## src/rtl/ipd_pkg.sv

```systemverilog
package ipd_pkg;

  typedef enum logic [1:0] {
    DEC_HOLD     = 2'd0,
    DEC_IDLE     = 2'd1,
    DEC_DISPATCH = 2'd2,
    DEC_HALT     = 2'd3
  } ipd_dec_e;

endpackage

```

## src/rtl/ipd_lsb_find.sv

```systemverilog
module ipd_lsb_find #(
  parameter int W  = 32,
  localparam int IW = $clog2(W)
) (
  input  logic [W-1:0]  vec_i,
  output logic          found_o,
  output logic [IW-1:0] idx_o,
  output logic [W-1:0]  first_o
);

  logic [W-1:0] below;

  // below[i] is set when any lower bit is set
  assign below[0] = 1'b0;
  genvar g;
  generate
    for (g = 1; g < W; g++) begin : g_chain
      assign below[g] = below[g-1] | vec_i[g-1];
    end
  endgenerate

  assign first_o = vec_i & ~below;
  assign found_o = |vec_i;

  always_comb begin
    idx_o = '0;
    for (int i = 0; i < W; i++) begin
      if (first_o[i]) idx_o = idx_o | IW'(i);
    end
  end

endmodule

```

## src/rtl/ipd_gate.sv

```systemverilog
module ipd_gate
  import ipd_pkg::*;
#(
  parameter int LEVELS = 32,
  parameter int ADDR_W = 16,
  localparam int LW = $clog2(LEVELS)
) (
  input  logic [LEVELS-1:0] pend_i,
  input  logic [LEVELS-1:0] arm_i,
  input  logic [LEVELS-1:0] mode_i,
  input  logic [ADDR_W-1:0] sp_i,
  input  logic              cand_vld_i,
  input  logic [LW-1:0]     cand_i,
  output ipd_dec_e          dec_o
);

  logic glob_en;
  logic mode_busy;
  logic mode_outranks;
  logic cand_armed;
  logic sp_ok;

  assign glob_en       = arm_i[LEVELS-1];
  assign mode_busy     = |mode_i[LEVELS-2:0];
  assign mode_outranks = mode_busy && ($signed(mode_i) <= $signed(pend_i));
  assign cand_armed    = arm_i[cand_i];
  assign sp_ok         = !sp_i[ADDR_W-1] && (|sp_i);

  always_comb begin
    if (!cand_vld_i)        dec_o = DEC_IDLE;
    else if (!glob_en)      dec_o = DEC_HOLD;
    else if (mode_outranks) dec_o = DEC_HOLD;
    else if (!cand_armed)   dec_o = DEC_HOLD;
    else if (!sp_ok)        dec_o = DEC_HALT;
    else                    dec_o = DEC_DISPATCH;
  end

endmodule

```

## src/rtl/ipd_addr.sv

```systemverilog
module ipd_addr #(
  parameter int              LEVELS   = 32,
  parameter int              ADDR_W   = 16,
  parameter logic [ADDR_W-1:0] TBL_BASE = '0,
  localparam int LW = $clog2(LEVELS)
) (
  input  logic [LW-1:0]     lvl_i,
  input  logic [LEVELS-1:0] first_i,
  input  logic [LEVELS-1:0] pend_i,
  output logic [ADDR_W-1:0] vec_addr_o,
  output logic [ADDR_W-1:0] save_addr_o,
  output logic [LEVELS-1:0] pend_clr_o,
  output logic [LEVELS-1:0] mode_oh_o
);

  logic [ADDR_W-1:0] dbl;

  assign dbl         = ADDR_W'({lvl_i, 1'b0});
  assign vec_addr_o  = TBL_BASE + dbl;
  assign save_addr_o = TBL_BASE + (dbl | ADDR_W'(1));
  assign pend_clr_o  = pend_i & ~first_i;
  assign mode_oh_o   = first_i;

endmodule

```

## src/rtl/ipd_top.sv

```systemverilog
module ipd_top
  import ipd_pkg::*;
#(
  parameter int              LEVELS   = 32,
  parameter int              ADDR_W   = 16,
  parameter logic [ADDR_W-1:0] TBL_BASE = ADDR_W'(64),
  localparam int LW = $clog2(LEVELS)
) (
  input  logic              clk,
  input  logic              rst_n,
  input  logic              eval_i,
  input  logic [LEVELS-1:0] pend_i,
  input  logic [LEVELS-1:0] arm_i,
  input  logic [LEVELS-1:0] mode_i,
  input  logic [ADDR_W-1:0] sp_i,
  output logic              dsp_o,
  output logic              hlt_o,
  output logic              idle_o,
  output logic [LW-1:0]     lvl_o,
  output logic [ADDR_W-1:0] vec_addr_o,
  output logic [ADDR_W-1:0] save_addr_o,
  output logic [LEVELS-1:0] pend_o,
  output logic [LEVELS-1:0] mode_o
);

  // reset: asserted asynchronously, released on the clock
  logic [1:0] rst_sync_q;
  logic       rst_sync_n;

  always_ff @(posedge clk or negedge rst_n) begin
    if (!rst_n) rst_sync_q <= 2'b00;
    else        rst_sync_q <= {rst_sync_q[0], 1'b1};
  end
  assign rst_sync_n = rst_sync_q[1];

  // candidate search
  logic              cand_vld;
  logic [LW-1:0]     cand;
  logic [LEVELS-1:0] first;

  ipd_lsb_find #(.W(LEVELS)) u_find (
    .vec_i   (pend_i),
    .found_o (cand_vld),
    .idx_o   (cand),
    .first_o (first)
  );

  // decision
  ipd_dec_e dec;

  ipd_gate #(.LEVELS(LEVELS), .ADDR_W(ADDR_W)) u_gate (
    .pend_i     (pend_i),
    .arm_i      (arm_i),
    .mode_i     (mode_i),
    .sp_i       (sp_i),
    .cand_vld_i (cand_vld),
    .cand_i     (cand),
    .dec_o      (dec)
  );

  // addresses and updated words
  logic [ADDR_W-1:0] vec_c, sav_c;
  logic [LEVELS-1:0] pend_c, mode_c;

  ipd_addr #(.LEVELS(LEVELS), .ADDR_W(ADDR_W), .TBL_BASE(TBL_BASE)) u_addr (
    .lvl_i       (cand),
    .first_i     (first),
    .pend_i      (pend_i),
    .vec_addr_o  (vec_c),
    .save_addr_o (sav_c),
    .pend_clr_o  (pend_c),
    .mode_oh_o   (mode_c)
  );

  // result registers
  logic              dsp_q, dsp_d;
  logic              hlt_q, hlt_d;
  logic              idle_q, idle_d;
  logic [LW-1:0]     lvl_q, lvl_d;
  logic [ADDR_W-1:0] vec_q, vec_d, sav_q, sav_d;
  logic [LEVELS-1:0] pend_q, pend_d, mode_q, mode_d;
  logic              res_en;
  logic              take;

  assign take = (dec == DEC_DISPATCH);

  always_comb begin
    dsp_d  = 1'b0;
    hlt_d  = 1'b0;
    idle_d = idle_q;
    lvl_d  = lvl_q;
    vec_d  = vec_q;
    sav_d  = sav_q;
    pend_d = pend_q;
    mode_d = mode_q;
    res_en = eval_i;
    if (eval_i) begin
      dsp_d  = take;
      hlt_d  = (dec == DEC_HALT);
      idle_d = (dec == DEC_IDLE);
      if (dec != DEC_HALT) begin
        pend_d = take ? pend_c : pend_i;
        mode_d = take ? mode_c : mode_i;
      end
      if (take) begin
        lvl_d = cand;
        vec_d = vec_c;
        sav_d = sav_c;
      end
    end
  end

  // pulses clear every cycle; held results load only on a strobe
  always_ff @(posedge clk or negedge rst_sync_n) begin
    if (!rst_sync_n) begin
      dsp_q <= 1'b0;
      hlt_q <= 1'b0;
    end else begin
      dsp_q <= dsp_d;
      hlt_q <= hlt_d;
    end
  end

  always_ff @(posedge clk or negedge rst_sync_n) begin
    if (!rst_sync_n) begin
      idle_q <= 1'b0;
      lvl_q  <= '0;
      vec_q  <= '0;
      sav_q  <= '0;
      pend_q <= '0;
      mode_q <= '0;
    end else if (res_en) begin
      idle_q <= idle_d;
      lvl_q  <= lvl_d;
      vec_q  <= vec_d;
      sav_q  <= sav_d;
      pend_q <= pend_d;
      mode_q <= mode_d;
    end
  end

  assign dsp_o       = dsp_q;
  assign hlt_o       = hlt_q;
  assign idle_o      = idle_q;
  assign lvl_o       = lvl_q;
  assign vec_addr_o  = vec_q;
  assign save_addr_o = sav_q;
  assign pend_o      = pend_q;
  assign mode_o      = mode_q;

endmodule

```

## config.mk

```make
export PLATFORM = sky130hd
export DESIGN_NAME = ipd_top
export DESIGN_NICKNAME = d
export VERILOG_FILES = /design/src/rtl/ipd_pkg.sv /design/src/rtl/ipd_lsb_find.sv /design/src/rtl/ipd_gate.sv /design/src/rtl/ipd_addr.sv /design/src/rtl/ipd_top.sv
export SDC_FILE = /design/constraint.sdc
export NUM_CORES = 1
export LEC_CHECK = 0
export BUFFER_PORTS_ARGS = -buffer_cell sky130_fd_sc_hd__buf_2
export CORE_ASPECT_RATIO = 1.1
export CORE_UTILIZATION = 50
export DETAILED_ROUTE_END_ITERATION = 10
export GPL_ROUTABILITY_DRIVEN = 0
export PLACE_DENSITY_LB_ADDON = 0.05
export SETUP_SLACK_MARGIN = 0.5
export SKIP_LAST_GASP = 1
export SLEW_MARGIN = 30
export SYNTH_ARGS = -nofsm -noshare
export SYNTH_HDL_FRONTEND = slang
export SYNTH_SLANG_ARGS = --single-unit
export TNS_END_PERCENT = 20
```

## constraint.sdc

```tcl
create_clock -name clk -period 2.95 [get_ports clk]
set_input_delay 0.4425 -clock clk [delete_from_list [all_inputs] [get_ports clk]]
set_output_delay 0.4425 -clock clk [all_outputs]
set_load 0.005 [all_outputs]
```

# --- After elaboration in Yosys (flattened, before gate mapping) ---
# Index checks and enable logic that the tools add are counted.
totals:
  wordCells: 123
  romBits: 0
  n_memories: 0
  output_inout_bits: 104
  mem_bits_rw: 0
  reg_bits: 106
  latch_bits: 0
  input_bits: 115
op_classes:
  n_reduce_logical: 8
  bitwise_logic: 34
  n_eq_ne: 6
  multipliers: 0
  n_addsub: 2
  div: 0
  shifts: 0
  mux: 62
  n_lt_le_gt_ge: 2
op_table:
  columns: ["cell", "n"]
  rows:
  - ["$mux W32", 6]
  - ["$mux W5", 18]
  - ["$and A32 B32 Y32", 2]
  - ["$mux W16", 4]
  - ["$not A32 Y32", 2]
  - ["$le A32 B32 Y1", 1]
  - ["$mux W2", 16]
  - ["$mux W4", 8]
  - ["$reduce_or A32 Y1", 1]
  - ["$reduce_or A31 Y1", 1]
  - ["$or A1 B1 Y1", 30]
  - ["$add A7 B6 Y8 const A", 2]
  - ["$reduce_or A16 Y1", 1]
  - ["$mux W3", 4]
  - ["$lt A5 B6 Y1 const B", 1]
  - ["$bmux W1 S5", 1]
  - ["$mux W1", 5]
  - ["$eq A2 B2 Y1 const B", 2]
  - ["$ne A2 B1 Y1 const B", 2]
  - ["$reduce_and A2 Y1", 2]
  - ["$eq A2 B1 Y1 const B", 1]
  - ["$logic_and A1 B1 Y1", 2]
  - ["$ne A2 B2 Y1 const B", 1]
  - ["$logic_not A1 Y1", 1]

# --- Logic depth before layout (Yosys ltp) ---
# Gate-level depths: netlist (run 1).
depth:
  word_depth: 83
  depth_mapped: 17
  mapped_depth_nobuf: 15

# --- Cells and area by module ---
# From an unflattened synthesis (run 1), not the netlist that was laid out.
unflattened:
  cells_unflattened: 805
  area_unflattened_um2: 7742.4
modules_own_cells:
  columns: ["mod", "area_each_um2", "n_inst", "cells_each", "seq_area_each_um2"]
  rows:
  - ["ipd_top", 4854.7, 1, 447, 2652.5]
  - ["ipd_gate", 1189.9, 1, 149, 0.0]
  - ["ipd_addr", 928.4, 1, 98, 0.0]
  - ["ipd_lsb_find", 769.5, 1, 111, 0.0]

# --- Worst setup path after synthesis (run 1) ---
# OpenSTA, ideal clock, no wires.
synth_path:
  kind: "input port to flip-flop"
  from: "input port pend_i[16]"
  to: "register lvl_q[2], in the netlist lvl_o[2]"
  required_time_ns: 2.822
  arrival_time_ns: 3.702
  setup_time_ns: 0.128
  n_path_buf: 3
  cell_stages: 15
  path_slack_ns: -0.880
  path_cell_list: "buf_2 > or4_1 > nor4_1 > o2111ai_1 > and4_4 > buf_6 > nand3_4 > a22o_1 > a2bb2o_1 > or4_4 > a21oi_2 > nand3_1 > inv_2 > buf_4 > mux2_1"
synth_between:
  elab_chain_len: 33
  elab_cells_between_ends: 53
  classes_between: "order compare (1); eq/ne (2); mux (30); bitwise (17); reduce/logical (3)"
synth_rtl:
  columns: ["item", "line", "text"]
  rows:
  - ["start, declared", "ipd_top.sv:12", "input logic [LEVELS-1:0] pend_i,"]
  - ["$or A1 B1 Y1", "ipd_lsb_find.sv:18", "assign below[g] = below[g-1] | vec_i[g-1];"]
  - ["$not A32 Y32 or $or A1 B1 Y1 (tied branches)", "ipd_lsb_find.sv:22, ipd_lsb_find.sv:18", null]
  - ["$and A32 B32 Y32, or another cell as far along", "ipd_lsb_find.sv:22", "assign first_o = vec_i & ~below;"]
  - ["$mux W5, or another cell as far along (13 in series)", "ipd_lsb_find.sv:28", "if (first_o[i]) idx_o = idx_o | IW'(i);"]
  - ["$mux W5 or $and A32 B32 Y32 (tied branches)", "ipd_lsb_find.sv:28, ipd_lsb_find.sv:22", null]
  - ["$mux W5", "ipd_lsb_find.sv:28", null]
  - ["$bmux W1 S5", "ipd_gate.sv:26", "assign cand_armed = arm_i[cand_i];"]
  - ["$mux W1 (implied by the code)", "ipd_gate.sv:26", null]
  - ["(+4 left out)", null, null]
  - ["$mux W2", "ipd_gate.sv:32", "else if (mode_outranks) dec_o = DEC_HOLD;"]
  - ["$mux W2", "ipd_gate.sv:31", "else if (!glob_en) dec_o = DEC_HOLD;"]
  - ["$mux W2", "ipd_gate.sv:30", "if (!cand_vld_i) dec_o = DEC_IDLE;"]
  - ["$mux W2", "ipd_gate.sv:31", null]
  - ["$mux W2 (2 in series)", "ipd_gate.sv:30", null]
  - ["$eq A2 B2 Y1", "ipd_top.sv:85", "assign take = (dec == DEC_DISPATCH);"]
  - ["$ne A2 B1 Y1 (no source line)", null, null]
  - ["$reduce_and A2 Y1 (no source line)", null, null]
  - ["end signal, assigned", "ipd_top.sv:134", "lvl_q <= lvl_d;"]
  - ["end, declared", "ipd_top.sv:79", "logic [LW-1:0] lvl_q, lvl_d;"]
# Parallel ways exist; a longest one is shown, timed or not. The select of a mux whose other input is x is not followed.
# A chain may end at the register's enable or synchronous reset.

# --- Worst setup path after layout (run 1) ---
layout_path:
  from: "input port pend_i[0]"
  to: "register pend_q[18], in the netlist pend_o[18]"
layout_between:
  elab_chain_len: 49
  elab_cells_between_ends: 87
  classes_between: "order compare (1); eq/ne (3); mux (46); bitwise (34); reduce/logical (3)"
layout_rtl:
  columns: ["item", "line", "text"]
  rows:
  - ["$not A32 Y32 or $or A1 B1 Y1 (tied branches)", "ipd_lsb_find.sv:22, ipd_lsb_find.sv:18", null]
  - ["$and A32 B32 Y32, or another cell as far along", "ipd_lsb_find.sv:22", null]
  - ["$mux W1, or another cell as far along", "ipd_lsb_find.sv:28", null]
  - ["$mux W2, or another cell as far along (2 in series)", "ipd_lsb_find.sv:28", null]
  - ["$mux W3, or another cell as far along (4 in series)", "ipd_lsb_find.sv:28", null]
  - ["$mux W4, or another cell as far along (8 in series)", "ipd_lsb_find.sv:28", null]
  - ["$mux W5, or another cell as far along (14 in series)", "ipd_lsb_find.sv:28", null]
  - ["$mux W5 or $and A32 B32 Y32 (tied branches)", "ipd_lsb_find.sv:28, ipd_lsb_find.sv:22", null]
  - ["(+8 left out)", null, null]
  - ["$mux W2", "ipd_gate.sv:31", null]
  - ["$mux W2", "ipd_gate.sv:30", null]
  - ["$mux W2", "ipd_gate.sv:31", null]
  - ["$mux W2 (2 in series)", "ipd_gate.sv:30", null]
  - ["$eq A2 B2 Y1", "ipd_top.sv:85", null]
  - ["$mux W32", "ipd_top.sv:102", "pend_d = take ? pend_c : pend_i;"]
  - ["$mux W32", "ipd_top.sv:101", "if (dec != DEC_HALT) begin"]
  - ["$mux W32", "ipd_top.sv:97", "if (eval_i) begin"]
  - ["end signal, assigned", "ipd_top.sv:137", "pend_q <= pend_d;"]
  - ["end, declared", "ipd_top.sv:81", "logic [LEVELS-1:0] pend_q, pend_d, mode_q, mode_d;"]
# Parallel ways exist; a longest one is shown, timed or not. The select of a mux whose other input is x is not followed.

==> flow_metrics.tcl, run 1 <==
set metrics [dict create \
    hold_ws_ns 0.356 \
    outcome "complete, but fails checks" \
    finalHoldViolations 0 \
    worst-path-max-fanout 26 \
    violations "setup timing" \
    synthArstFlopShare 1.00 \
    synth_area_sq_um 5730 \
    clock_latency_ns 0.34 \
    syn_inst 657 \
    rsz0062_at_grt "yes" \
    drive_gt1_frac 0.469 \
    vias 7071 \
    grt_pass1_wl_um 34300 \
    area_growth_pct 51.6 \
    skew_ns 0.00342 \
    ioPinCount 219 \
    cts_root_buf "clkbuf_16" \
    track_usage 0.369 \
    ys_types 71 \
    start_util 0.518 \
    coreArea_sq_um 11100 \
    cts.sinks 75 \
    crit_slowest_cell "or4_4" \
    grtUsageMet1 0.473 \
    worst_slack_ns -0.603 \
    synth-seq-area-share 0.327 \
    die_h_um 114 \
    nets 1151 \
    slew_violations 0 \
    antenna_found_initial 0 \
    slew-limit-headroom 0.558 \
    ant_nets 0 \
    synthFlopType "dfrtp_1" \
    p_total_mw 3.37 \
    top_usage_layer "met2" \
    wire_per_inst_um 19.3 \
    synth_edf_count 0 \
    end_kind "register" \
    grt_util_met2 0.619 \
    grt_max_degree 49 \
    leakage_nw 4.33 \
    powerDensity_nw_per_um2 387 \
    layoutNonFillerInstCount 1156 \
    yosysWarningCount 0 \
    yosys_register_bits 75 \
    diodes 0 \
    post-route-util 0.786 \
    finalSetupViolations 72 \
    path_cells "buf_4 -> buf_4 -> or4_4 -> nor2_4 -> o2111ai_2 -> nand4_1 -> buf_6 -> o31ai_1 -> a22oi_1 -> o21ai_1 -> or4_4 -> a21o_4 -> o21ai_4 -> buf_12 -> a32o_1" \
    cp-start-kind "input pin" \
    tightest_slew_ns 0.662 \
    clk_pin_slew_ns 0.06 \
    grt_pass1_vias 6779 \
    dp.cells 1121 \
    dp_hpwl_um 16900 \
    core.rowCount 40 \
    post_drt_via_cell_ratio 6.12 \
    die-area_sq_um 11900 \
    drc 0 \
    fillers 796 \
    critPathArrivalTime_ns 3.83 \
    drt_iter0_drc 605 \
    setup.worst_path.class "in -> reg" \
    ir_worst_vdd_uv 270 \
    cts_buffers 9 \
    max_stage_delay_ns 0.60 \
    max_freq_ghz 0.281 \
    clock_path_buffers 2 \
    wl_um 22300 \
    reg2reg_slack_ns 1.87 \
    met3_usage 0.0620 \
    period_needed_ns 3.55 \
    cap_violations 0 \
    die_w_um 104 \
    synth_area_per_cell_sq_um 8.73 \
    hold_path_class "reg -> reg" \
    post-route-period-util 1.20 \
    critPathRequiredTime_ns 3.23 \
    grt_overflow 0 \
    drtPass1Iterations 5 \
    port_buffers 199 \
    tritoncts "built" \
    htree_levels 3 \
]
==> cell usage after synthesis (3+ instances only) <==
master,instances,area share
a221o_1,5,0.0087
o21ai_1,20,0.017
nand3_1,46,0.040
a221oi_1,5,0.0076
buf_6,10,0.020
a21oi_1,18,0.016
ha_1,32,0.070
a2bb2oi_1,7,0.011
or2_2,5,0.0055
nor2_1,27,0.018
nand4_1,16,0.017
a31oi_1,9,0.0098
buf_4,34,0.045
nand2b_1,5,0.0055
nand3b_1,3,0.0039
nor4_1,23,0.025
o211ai_1,13,0.017
or3_1,5,0.0055
mux2_1,4,0.0079
buf_2,8,0.0070
nor3_1,26,0.023
o21bai_1,3,0.0039
dfrtp_1,75,0.33
a21o_1,10,0.013
inv_1,42,0.027
clkbuf_1,22,0.014
a32o_1,32,0.056
o21ai_0,23,0.020
or4_1,5,0.0065
nand2_1,47,0.031
and3_1,10,0.011
a211o_1,6,0.0092
nor2b_1,3,0.0033
o31ai_1,4,0.0052
o2111ai_1,6,0.0092
==> worst max-delay path: cells and delay by family <==
kind / cells / cell delay (ns)
AO/OA/AOI/OAI: 7 / 1.23
AND/OR/NAND/NOR: 4 / 1.51
buffers and inverters: 4 / 0.61
==> logic make-up (layout without fill, tap and decap cells) <==
logic type | count (synthesis) | in the layout | synth area share
buf+inv | 118 | 452 | 0.114
other cells | 2 | 20 | 0.00131
compound gates | 184 | 184 | 0.242
simple gates | 237 | 237 | 0.226
fa+ha+maj | 32 | 32 | 0.0698
flops | 75 | 75 | 0.327
mux | 9 | 9 | 0.0192
==> final cells by class <==
cell class | instances | area (sq um) | share of cell area
multi-input combinational | 482 | 3580 | 0.412
timing repair buffer | 393 | 2600 | 0.300
sequential | 75 | 1880 | 0.216
clock buffer | 12 | 256 | 0.0295
tap | 147 | 184 | 0.0212
inverter | 43 | 164 | 0.0189
clock inverter | 4 | 25.0 | 0.00288
==> sequential cells by signal, indices dropped and copies added (netlist names) <==
signal and flops:
pend_o 32, save_addr_o 1, vec_addr_o 1, idle_o 1
hlt_o 1, lvl_o 4, mode_o 32, rst_sync_q 2
dsp_o 1
==> metrics by stage <==
| stage | TNS (ns) | setup slack, ns | instance area [sq um] |
|---|---|---|---|
| 2_1_floorplan | -45.43 | -0.677 | 5980 |
| 3_3_place_gp | -71.36 | -1.10 | 8010 |
| 3_5_place_dp | -73.39 | -1.13 | 8010 |
| 4_1_cts | -37.03 | -0.587 | 8440 |
| 5_1_grt | -46.79 | -0.698 | 8690 |
| 6_report | -39.84 | -0.603 | 8690 |
==> path summary, 6_finish.rpt <==
path	start	end	cells after the start
setup / recovery	pend_i[0]	pend_o[18]	15
hold / removal	rst_sync_q[0]	rst_sync_q[1]	0
setup reg to reg	rst_sync_q[1]	pend_o[25]	1
hold reg to reg	rst_sync_q[0]	rst_sync_q[1]	0
max in group asynchronous	rst_sync_q[1]	pend_o[25]	1
min in group asynchronous	rst_sync_q[1]	mode_o[12]	0
==> timing repair <==
action	in CTS	in global routing
pin swaps	13	24
resized for setup	20	36
cloned	0	1
hold buffers	1	0
endpoints found under the setup margin	72	72
hold endpoints to repair	2	0
buffers inserted	6	11
==> placed cells by master (no fill, tap or decap), types with 18 or more instances in the layout <==
master / netlist / routed
o21ai_0: 23 / 18
nor2_1: 27 / 23
dfrtp_1: 75 / 74
buf_2: 8 / 194
nand2_1: 47 / 46
o21ai_1: 20 / 24
ha_1: 32 / 32
buf_4: 34 / 177
nor3_1: 26 / 24
a32o_1: 32 / 32
inv_1: 42 / 42
conb_1: 2 / 20
nand3_1: 46 / 45
==> layer usage <==
| metal | vias up | wire length, um | part of all wire |
|---|---|---|---|
| met1 | 3356 | 8740 | 0.39 |
| met2 | 468 | 10700 | 0.48 |
| met5 | - | 0 | 0 |
| li1 | 3157 | - | - |
| met4 | 0 | 940 | 0.042 |
| met3 | 90 | 1960 | 0.088 |
==> power breakdown <==
group / leakage (nW) / switching, mW / internal (mW)
Combinational: 3.27 / 0.519 / 0.535
Sequential: 0.919 / 0.102 / 1.16
Clock: 0.135 / 0.437 / 0.612
Total: 4.33 / 1.06 / 2.31
Power figures use the tool's default switching activity.
==> run 2: changes to the inputs <==
Settings changed: CORE_MARGIN set to 5.
Clock period 2.95 ns to 3.3 ns, I/O delays scaled along.
==> run 2 against run 1 <==
Net effect: the run still ends with setup timing left; clock power is 9% lower; global-route usage is 4.5 points lower; sequential share of layout area is 0.49 points lower; total power is 8.5% lower; critical path depth is 3 higher; hold slack worse by 0.11 ns; count of clock-buffer cells in the layout stayed put; critical endpoint is now mode_o[18]; largest power group unchanged.
==> flow_metrics.tcl, run 2 (synthesis gave the netlist of run 1 again) <==
set metrics [dict create \
    grt_max_degree 74 \
    switching_power_mw 0.951 \
    cp-start-kind "input pin" \
    grt_pass1_vias 6975 \
    grt_overflow 0 \
    met3_usage 0.0725 \
    tritoncts "built" \
    intPower_mw 2.13 \
    cts_buffers 9 \
    ant_nets 0 \
    wl_um 24100 \
    leakage_nw 4.40 \
    dp_hpwl_um 16800 \
    multi_input_comb_area_sq_um 3650 \
    max_freq_ghz 0.271 \
    slew_violations 0 \
    violations "setup timing" \
    diodes 0 \
    die-area_sq_um 13700 \
    critPathRequiredTime_ns 3.52 \
    finalSetupViolations 72 \
    final_cell_mix "192 x buf_2, 169 x buf_4, 74 x dfrtp_1, 46 x nand2_1, 44 x nand3_1" \
    drtPass1Iterations 6 \
    hold_path_class "reg -> async" \
    htree_levels 3 \
    coreArea_sq_um 11300 \
    track_usage 0.324 \
    clockPowerShare 0.309 \
    power.share.combinational 0.327 \
    fillers 779 \
    area_growth_pct 55.1 \
    grt_pass1_wl_um 35600 \
    drc 0 \
    drt_iter0_drc 768 \
    slew-limit-headroom 0.607 \
    cts.sinks 75 \
    worst-path-max-fanout 10 \
    critPathArrivalTime_ns 3.91 \
    wire_per_inst_um 20.8 \
    post_drt_via_cell_ratio 6.18 \
    clock_latency_ns 0.33 \
    drive_gt1_frac 0.472 \
    finalHoldViolations 0 \
    post-route-util 0.784 \
    setup.worst_path.class "in -> reg" \
    start_util 0.506 \
    layoutNonFillerInstCount 1159 \
    worst_slack_ns -0.388 \
    final_common_cell "buf_2" \
    grt_util_met2 0.533 \
    tightest_slew_ns 0.584 \
    clock_path_buffers 2 \
    post-route-period-util 1.12 \
    end_kind "register" \
    rsz0062_at_grt "yes" \
    cts_root_buf "clkbuf_16" \
    antenna_found_initial 0 \
    cap_violations 0 \
    seqCellArea_sq_um 1880 \
    grtUsageMet1 0.414 \
    clk_pin_slew_ns 0.06 \
    seq_power_share 0.365 \
    powerDensity_nw_per_um2 346 \
    core.rowCount 41 \
    outcome "complete, but fails checks" \
    die_h_um 122 \
    nets 1152 \
    dp.cells 1101 \
    skew_ns 0.00336 \
    ir_worst_vdd_uv 250 \
    period_needed_ns 3.69 \
    top_usage_layer "met2" \
    ioPinCount 219 \
    vias 7168 \
    netSwitchingFraction 0.309 \
    port_buffers 199 \
    die_w_um 112 \
]
-- run 2: cell count changes in the layout (fill, tap and decap cells not counted), sizes merged --
| cell | change |
|---|---|
| clkinvlp | -2 |
| a21o | +1 |
| buf | -1 |
| bufinv | +1 |
| clkbuf | +1 |
-- run 2: per-stage QoR --
stage / power (mW) / worst slack (ns) / hold slack (ns) / setup TNS (ns) / area, sq um
6_report: 3.08 / -0.388 / 0.248 / -23.47 / 8890
5_1_grt: 3.22 / -0.479 / 0.283 / -30.65 / 8890
4_1_cts: 3.04 / -0.343 / 0.359 / -16.85 / 8610
3_5_place_dp: 2.01 / -0.844 / 0.283 / -50.93 / 7830
3_3_place_gp: 1.98 / -0.716 / 0.279 / -45.83 / 7830
2_1_floorplan: 1.59 / -0.380 / 0.199 / -24.01 / 5980
-- run 2: final timing paths --
| kind | startpoint | end | slack (ns) | depth (start not counted) |
|---|---|---|---|---|
| max | pend_i[10] | mode_o[18] | -0.39 | 18 |
| min | rst_sync_q[1] | pend_o[11] | 0.25 | 0 |
| max reg2reg | mode_o[30] | mode_o[30] | 2.41 | 3 |
| min reg2reg | rst_sync_q[1] | pend_o[11] | 0.25 | 0 |
| max in group asynchronous | rst_sync_q[1] | mode_o[28] | 2.47 | 1 |
| min in group clk | rst_sync_q[0] | rst_sync_q[1] | 0.36 | 0 |
-- run 2: what timing repair did --
action | 4_1_cts | 5_1_grt
endpoints found under the setup margin | 72 | 72
gates resized for setup | 47 | 29
hold buffers | 1 | 0
pin swaps | 25 | 21
endpoints found under the hold margin | 2 | 0
cloned | 3 | 2
setup buffers | 25 | 11
-- run 2: layout make-up --
cell class	instances	area share
Sequential cell	75	0.212
Multi-Input combinational cell	483	0.410
Inverter	43	0.0182
Clock buffer	12	0.0266
Timing Repair Buffer	393	0.308
Tap cell	150	0.0211
Clock inverter	3	0.00450
-- run 2: power by group through the flow --
stage               registers, mW  logic [mW]  clock network, mW
floorplan                    1.14       0.451                  0
global placement             1.14       0.841                  0
detailed placement           1.15       0.860                  0
CTS                          1.13       0.939              0.965
global route                 1.14        1.08               1.00
finish                       1.12        1.01              0.951
-- run 2: per-layer routing --
layer | vias up | wire length, um
met3 | 105 | 2520
met2 | 510 | 11300
met5 | - | 0
li1 | 3156 | -
met4 | 0 | 1090
met1 | 3397 | 9150
-- run 2: worst max-delay path, cell delays in order --
cell and delay [ns]:
buf_2 0.13, nor4_4 0.05, buf_4 0.15, buf_4 0.14
nand3_4 0.07, nor4b_4 0.05, buf_4 0.15, a221oi_4 0.34
nand4_1 0.25, buf_6 0.20, nor3b_2 0.17, a2bb2o_4 0.22
or4_4 0.59, a21o_4 0.27, buf_6 0.13, buf_6 0.11
and3_4 0.16, a211o_1 0.22
==> run 3: changes to the inputs <==
Settings changed: RECOVER_POWER set to 25.
==> run 3 against run 2 <==
Net effect: the flow still finishes with violations (setup timing); flip-flop and latch count unchanged; fmax shrank 0.35%; via count down 0.11%; global-route usage stayed put; final area decreased by 0.31%; combinational power about the same; critical path depth did not move; die area stayed put; clock power is essentially flat; routed wire length is essentially flat; core utilization fell by 0.24 points; critical endpoint unchanged; largest cell class unchanged; largest power group unchanged.
==> flow_metrics.tcl, run 3 (synthesis gave the netlist of run 1 again) <==
set metrics [dict create \
    outcome "complete, but fails checks" \
    violations "setup timing" \
    crit_slowest_cell "or4_4" \
    critPathRequiredTime_ns 3.52 \
    powerDensity_nw_per_um2 347 \
    clock_path_buffers 2 \
    setup.worst_path.class "in -> reg" \
    drtPass1Iterations 6 \
    final_cell_mix "191 x buf_2, 169 x buf_4, 75 x dfrtp_1, 46 x nand2_1, 44 x nand3_1" \
    die_h_um 122 \
    path_depth 18 \
    wire_per_inst_um 20.8 \
    die-area_sq_um 13700 \
    tritoncts "built" \
    wl_um 24100 \
    layoutNonFillerInstCount 1159 \
    finalSetupViolations 72 \
    drc 0 \
    grt_util_met2 0.533 \
    slew_violations 0 \
    critPathArrivalTime_ns 3.92 \
    period_needed_ns 3.70 \
    worstReg2RegEnd "mode_o[28]" \
    worstSetupEndpoint "mode_o[18]" \
    max_stage_delay_ns 0.59 \
    post_drt_via_cell_ratio 6.18 \
    fillers 782 \
    clock_latency_ns 0.33 \
    cts.sinks 75 \
    met3_usage 0.0725 \
    diodes 0 \
    ant_nets 0 \
    start_util 0.506 \
    startpoint "pend_i[10]" \
    final_common_cell "buf_2" \
    top_usage_layer "met2" \
    end_kind "register" \
    leakage_nw 4.39 \
    worst_slack_ns -0.401 \
    hold_path_class "reg -> reg" \
    ir_worst_vdd_uv 251 \
    skew_ns 0.00345 \
    drt_iter0_drc 756 \
    clk_pin_slew_ns 0.06 \
    worst-path-max-fanout 10 \
    cap_violations 0 \
    vias 7160 \
    dp.cells 1101 \
    die_w_um 112 \
    reg2reg_slack_ns 1.05 \
    ioPinCount 219 \
    grt_pass1_vias 6975 \
    coreArea_sq_um 11300 \
    core.rowCount 41 \
    drive_gt1_frac 0.470 \
    setup_tns_ns -24.19 \
    grt_pass1_wl_um 35600 \
    finalHoldViolations 0 \
    antenna_found_initial 0 \
    htree_levels 3 \
    cts_root_buf "clkbuf_16" \
    area_growth_pct 54.6 \
    cp_top_family "simple AND/OR/NAND/NOR gates" \
    port_buffers 199 \
    track_usage 0.324 \
    r2r_cells 1 \
    max_freq_ghz 0.270 \
    path_cells "buf_2 -> nor4_4 -> buf_4 -> buf_4 -> nand3_4 -> nor4b_4 -> buf_4 -> a221oi_4 -> nand4_1 -> buf_6 -> nor3b_2 -> a2bb2o_4 -> or4_4 -> a21o_4 -> buf_6 -> buf_6 -> and3_4 -> a211o_1" \
    cts_buffers 9 \
    dp_hpwl_um 16800 \
    grtUsageMet1 0.414 \
    rsz0062_at_grt "yes" \
    grt_overflow 0 \
    slew-limit-headroom 0.159 \
    r2r_start "rst_sync_q[1]" \
    grt_max_degree 74 \
    seqCellArea_sq_um 1880 \
    crit_buf_inv 7 \
    nets 1152 \
    post-route-period-util 1.12 \
    multi_input_comb_area_sq_um 3650 \
    cp-start-kind "input pin" \
    tightest_slew_ns 1.26 \
]
==> run 3: cell types whose count changed in the layout (fill, tap and decap cells not counted) <==
cell / delta
clkbuf_2: +1
buf_16: -1
dfrtp_1: +1
clkbuf_1: +1
buf_2: -1
dfrtp_4: -1
==> run 3: worst min-delay path by stage <==
stage | start | slack [ns] | end | depth (start not counted)
6_report | rst_sync_q[0] | 0.36 | rst_sync_q[1] | 0
5_1_grt | rst_sync_q[0] | 0.37 | rst_sync_q[1] | 0
4_1_cts | rst_sync_q[0] | 0.36 | rst_sync_q[1] | 0
3_5_place_dp | rst_n | 0.28 | rst_sync_q[0] | 1
3_3_place_gp | rst_n | 0.28 | rst_sync_q[0] | 1
2_1_floorplan | rst_n | 0.20 | rst_sync_q[0] | 0
==> run 3: routing by layer <==
metal | vias to the layer above | wire (um)
met5 | - | 0
met2 | 546 | 11100
met3 | 111 | 2570
li1 | 3156 | -
met4 | 0 | 1240
met1 | 3347 | 9140
==> run 3: layout make-up <==
type                            instances  area share
Clock buffer                           12      0.0267
Clock inverter                          3     0.00452
Inverter                               43      0.0182
Multi-Input combinational cell        483       0.411
Sequential cell                        75       0.212
Tap cell                              150      0.0212
Timing Repair Buffer                  393       0.306
==> run 3: power by group <==
group	switching (mW)	internal [mW]	total, mW
Combinational	0.495	0.508	1.00
Sequential	0.0842	1.04	1.12
Clock	0.371	0.580	0.950
Total	0.950	2.12	3.07
==> run 3: per-stage QoR <==
step | instance area [sq um] | hold WS, ns | util | total power [mW] | worst slack (ns)
after floorplan | 5980 | 0.199 | - | 1.59 | -0.380
after global placement | 7830 | 0.279 | 0.691 | 1.98 | -0.716
after detailed placement | 7830 | 0.283 | 0.691 | 2.01 | -0.844
after CTS | 8610 | 0.359 | 0.759 | 3.04 | -0.343
after global routing | 8860 | 0.372 | 0.782 | 3.21 | -0.479
final | 8860 | 0.357 | 0.782 | 3.07 | -0.401
==> run 3: what timing repair did <==
item / in CTS / in global routing
setup endpoints to repair: 72 / 72
resized for setup: 47 / 29
pin swaps: 25 / 21
setup buffers: 25 / 11
gates cloned: 3 / 2
endpoints found under the hold margin: 2 / 0
hold buffers: 1 / 0
